## src/rtl/spi_sck_pkg.sv

```systemverilog
package spi_sck_pkg;
  localparam int CW = 4;
  localparam int DW = 2 * CW + 1;
  typedef logic [DW-1:0] div_t;

  // Interleaved decode: top bit set -> odd ratios, clear -> even ratios.
  function automatic div_t ratio_of(input logic [CW-1:0] c);
    int v;
    v = int'(c);
    if (c[CW-1]) return div_t'(2 * ((1 << CW) - 1 - v) + 1);
    return div_t'((1 << CW) - 2 * v);
  endfunction
endpackage

```

## src/rtl/sck_div_decode.sv

```systemverilog
module sck_div_decode
  import spi_sck_pkg::*;
#(
  parameter bit EXT_HI = 1'b1
) (
  input  logic [CW-1:0] lo_i,
  input  logic [CW-1:0] hi_i,
  output div_t          div_o
);
  logic [CW-1:0] hi_eff;

  generate
    if (EXT_HI) begin : g_ext
      assign hi_eff = hi_i;
    end else begin : g_base
      assign hi_eff = hi_i & {CW{1'b0}};
    end
  endgenerate

  assign div_o = ratio_of(lo_i) + {1'b0, hi_eff, {CW{1'b0}}};
endmodule

```

## src/rtl/sck_div_seq.sv

```systemverilog
module sck_div_seq
  import spi_sck_pkg::*;
(
  input  logic clk_i,
  input  logic rst_ni,
  input  logic active_i,
  input  div_t div_i,
  output logic run_o,
  output div_t cnt_o,
  output div_t div_q_o
);
  logic period_end;

  assign period_end = (cnt_o == div_q_o - div_t'(1));

  always_ff @(posedge clk_i or negedge rst_ni) begin
    if (!rst_ni) begin
      run_o   <= 1'b0;
      cnt_o   <= '0;
      div_q_o <= div_t'(1);
    end else if (!run_o) begin
      if (active_i) begin
        run_o   <= 1'b1;
        cnt_o   <= '0;
        div_q_o <= div_i;
      end
    end else if (period_end) begin
      cnt_o <= '0;
      if (!active_i) run_o <= 1'b0;
    end else begin
      cnt_o <= cnt_o + div_t'(1);
    end
  end


  cnt_range_chk: assert property (@(posedge clk_i) disable iff (!rst_ni)
    run_o |-> (cnt_o < div_q_o));


  stop_at_boundary_chk: assert property (@(posedge clk_i) disable iff (!rst_ni)
    $fell(run_o) |-> ($past(cnt_o) == $past(div_q_o) - div_t'(1)));


  div_hold_chk: assert property (@(posedge clk_i) disable iff (!rst_ni)
    (run_o && $past(run_o)) |-> $stable(div_q_o));
endmodule

```

## src/rtl/sck_edge_gen.sv

```systemverilog
module sck_edge_gen
  import spi_sck_pkg::*;
(
  input  logic clk_i,
  input  logic rst_ni,
  input  logic run_i,
  input  div_t cnt_i,
  input  div_t div_q_i,
  output logic sck_o,
  output logic launch_o,
  output logic sample_o
);
  div_t half;
  logic bypass;
  logic high_phase;

  assign half       = div_q_i >> 1;
  assign bypass     = (div_q_i == div_t'(1));
  assign high_phase = bypass ? clk_i : (cnt_i < half);

  assign sck_o    = run_i & high_phase;
  assign sample_o = run_i & (cnt_i == '0);
  assign launch_o = run_i & (cnt_i == half);


  idle_quiet_chk: assert property (@(posedge clk_i) disable iff (!rst_ni)
    !run_i |-> (!sample_o && !launch_o && !sck_o));


  strobe_excl_chk: assert property (@(posedge clk_i) disable iff (!rst_ni)
    !bypass |-> !(sample_o && launch_o));


  sample_high_chk: assert property (@(posedge clk_i) disable iff (!rst_ni)
    (sample_o && !bypass) |-> sck_o);
endmodule

```

## src/rtl/spi_sck_gen.sv

```systemverilog
module spi_sck_gen
  import spi_sck_pkg::*;
#(
  parameter bit EXT_HI = 1'b1
) (
  input  logic          clk_i,
  input  logic          rst_ni,
  input  logic          xfer_active_i,
  input  logic [CW-1:0] div_lo_i,
  input  logic [CW-1:0] div_hi_i,
  output logic          sck_o,
  output logic          launch_o,
  output logic          sample_o
);
  div_t div_new;
  div_t div_cur;
  div_t cnt;
  logic run;

  sck_div_decode #(.EXT_HI(EXT_HI)) u_decode (
    .lo_i  (div_lo_i),
    .hi_i  (div_hi_i),
    .div_o (div_new)
  );

  sck_div_seq u_seq (
    .clk_i    (clk_i),
    .rst_ni   (rst_ni),
    .active_i (xfer_active_i),
    .div_i    (div_new),
    .run_o    (run),
    .cnt_o    (cnt),
    .div_q_o  (div_cur)
  );

  sck_edge_gen u_edges (
    .clk_i    (clk_i),
    .rst_ni   (rst_ni),
    .run_i    (run),
    .cnt_i    (cnt),
    .div_q_i  (div_cur),
    .sck_o    (sck_o),
    .launch_o (launch_o),
    .sample_o (sample_o)
  );
endmodule

```

## config.mk

```make
export PLATFORM = sky130hd
export DESIGN_NAME = spi_sck_gen
export DESIGN_NICKNAME = d
export VERILOG_FILES = /design/src/rtl/spi_sck_pkg.sv /design/src/rtl/sck_div_decode.sv /design/src/rtl/sck_div_seq.sv /design/src/rtl/sck_edge_gen.sv /design/src/rtl/spi_sck_gen.sv
export SDC_FILE = /design/constraint.sdc
export NUM_CORES = 1
export LEC_CHECK = 0
export ABC_AREA = 1
export BUFFER_PORTS_ARGS = -buffer_cell sky130_fd_sc_hd__buf_2
export CORE_ASPECT_RATIO = 1.75
export CORE_UTILIZATION = 25
export DETAILED_ROUTE_END_ITERATION = 6
export PLACE_DENSITY_LB_ADDON = 0.1
export SYNTH_ARGS = -nofsm -noshare
export SYNTH_HDL_FRONTEND = slang
export SYNTH_SLANG_ARGS = --single-unit
```

## constraint.sdc

```tcl
create_clock -name clk_i -period 2.1 [get_ports clk_i]
set_clock_uncertainty 0.2 [all_clocks]
set_input_delay 0.105 -clock clk_i [delete_from_list [all_inputs] [get_ports clk_i]]
set_output_delay 0.105 -clock clk_i [all_outputs]
set_load 0.03 [all_outputs]
```

==> results.json <==
{
  "dp_hpwl_um": 3789,
  "crit_type": "reg2out",
  "violations": "setup timing",
  "cp_slowest_cell": "dfrtp_1",
  "antenna_cells": 0,
  "yosysTopAreaCell": "dfrtp_1",
  "ant_nets": 0,
  "drtIter0Drc": 54,
  "start_kind": "flip-flop",
  "p_total_uw": 3486,
  "dieArea_sq_um": 7071,
  "critPathTopFamily": "flip-flops",
  "synth-simple-area-share_pct": 29.17,
  "gp_congestion": 0.7949,
  "timing.final.crit_period_ns": 2.206,
  "synth_cells": 234,
  "place_inst": 335,
  "viasPerCell": 4.476,
  "crit_arrival_ns": 1.90,
  "vdd_ir_drop_max_mv": 0.3873,
  "synth_compound_gate_area_share_pct": 11.53,
  "synth_top_family_by_area": "simple AND/OR/NAND/NOR gates",
  "drcViolationCount": 0,
  "synth_area_sq_um": 1682,
  "fillers": 715,
  "initial_core_util_pct": 25.91,
  "fmax_mhz": 453.2,
  "clkLatencyLatePin_ns": 0.37,
  "crit_buf_inv": 1,
  "coreArea_sq_um": 6490,
  "fin_nets": 309,
  "holdWs_ns": 0.03007,
  "critPathMaxFanout": 2,
  "powerDensity_nw_per_um2": 1476,
  "grt_overflow": 0,
  "hold_path.class": "in2async",
  "grt_max_degree": 20,
  "tns_ns": -0.1064,
  "synth_area_per_cell_sq_um": 7.186,
  "finalHoldViolCount": 0,
  "yosys-top-cells-area": "dfrtp_1 (27%), nand2_1 (14%), ha_1 (13%)",
  "ios": 14,
  "drive_above_1_share_pct": 30.11,
  "row_count": 39,
  "path_clk_slew_ns": 0.06,
  "cp.required_ns": 1.79,
  "critPathCaptureType": "primary output",
  "synth_xor_area_share_pct": 7.292,
  "firstDrtPassIters": 4,
  "finalCritPeriodShare_pct": 105.1,
  "port_buffers": 13,
  "die_h_um": 110.5,
  "status": "complete, but fails checks",
  "crit_start": "u_seq.cnt_o[5]",
  "max_stage_delay_ns": 0.42,
  "r2r-start": "u_seq.div_q_o[0]",
  "rsz0062_at_grt": "yes",
  "grt_usage_pct": 15.91,
  "die_x_um": 64.00,
  "worst_slack_ns": -0.1064,
  "slew_violations": 0,
  "routed_wirelength_um": 4894,
  "synthMuxAreaShare_pct": 0,
  "finalSetupViolations": 1,
  "tritoncts": "done",
  "grt_pass1_vias": 1798,
  "crit_chain": "ha_4 -> nand2_4 -> nor2_4 -> nand4_1 -> o211ai_1 -> a21oi_1 -> buf_4",
  "synthAdderAreaFrac_pct": 13.84,
  "final_cells": 361,
  "num_vias": 1616,
  "p_leak_uw": 0.001141,
  "wl_per_cell_um": 13.56,
  "cap_violations": 0,
  "synth_top_area_share_pct": 26.79,
  "antenna_found_initial": 0,
  "ys_seq_area_share_pct": 28.35,
  "yosys_warnings": 0,
  "yosysUniqueCellTypes": 30,
  "area_growth_pct": 40.48,
  "post-route-util_pct": 36.40,
  "synth-seq-cells": 19,
  "grt_pass1_wl_um": 8314
}
## per-layer routing
layer  share of wire [%]  vias to the layer above  track usage, %
met5                   0                        -               0
met3                 1.8                       12           2.996
li1                    -                      832               -
met4                 2.3                        0           6.970
met1                  38                      743           15.30
met2                  58                       29           31.06
## repair_timing
item	in CTS	in global routing
hold endpoints to repair	35	0
gates resized for setup	19	21
pin swaps	12	11
setup endpoints to repair	7	13
hold buffers	10	0
setup buffers	8	1
## synth_stat cells
cell	n
nor2_1	17
a21oi_1	7
xnor2_1	7
a21oi_2	2
nor3_1	3
inv_1	32
nand3_1	13
conb_1	1
o21ai_2	5
o211ai_1	1
buf_2	3
nor4_1	1
nand2_1	62
clkbuf_1	1
dfstp_2	1
dfrtp_1	18
fa_1	1
xor2_1	7
inv_2	3
o21ai_0	15
nor2_4	1
o21a_1	1
nor2_2	3
nand4_1	6
buf_6	1
a22oi_1	1
nand2_2	2
ha_1	17
nand2_4	1
nor3_4	1
## metrics by stage
step / worst slack [ns] / cell area [sq um]
6_report: -0.1064 / 2362
5_1_grt: -0.2157 / 2362
4_1_cts: -0.1543 / 2283
3_5_place_dp: 0.005903 / 1891
3_3_place_gp: -0.002469 / 1891
2_1_floorplan: 0.03847 / 1693
## cell usage in the layout, fill, tap and decap left out, drive strengths merged
cell type    instances
dfrtp               18
nand3               13
nor3                 4
buf                 30
o21a                 1
o211ai               1
xor2                 7
nand2               65
fa                   1
nor2                21
inv                 35
clkbuf               7
dlygate4sd3         10
dfstp                1
o21ai               20
ha                  17
a21oi                9
a22oi                1
xnor2                7
nand4                6
conb                 4
nor4                 1
## registers in the layout, summed over array words and instances (netlist names)
name and count:
u_seq.cnt_o 9, u_seq.div_q_o 9, u_seq.run_o 1
## area by class of cell
| cell class | count | area, sq um | share of cell area, % |
|---|---|---|---|
| multi-input combinational | 178 | 1192 | 50.48 |
| sequential | 19 | 481.7 | 20.39 |
| timing repair buffer | 39 | 292.8 | 12.39 |
| clock buffer | 8 | 161.4 | 6.833 |
| inverter | 35 | 131.4 | 5.561 |
| tap | 82 | 102.6 | 4.343 |
## worst paths after layout
check                              endpoint  slack, ns  depth (start not counted)
setup / recovery                      sck_o      -0.11                          7
hold / removal               u_seq.cnt_o[0]       0.03                          2
setup reg to reg             u_seq.cnt_o[8]       0.08                         13
hold reg to reg              u_seq.cnt_o[3]       0.36                          2
max in group asynchronous  u_seq.div_q_o[3]       1.32                          2
min in group clk_i              u_seq.run_o       0.32                          4
## report_power, final
group	switching (uW)	internal, uW	leakage, uW
Sequential	180	544	0.000212
Clock	245	528	0.0000839
Combinational	1100	894	0.000845
Total	1520	1970	0.00114
## cell families (layout without fill, tap and decap cells)
logic type	count (synthesis)	after routing
simple gates	110	110
buf+inv	40	82
compound gates	32	32
flops	19	19
fa+ha+maj	18	18
xor+xnor	14	14
other cells	1	4
(Power assumes the default switching activity.)
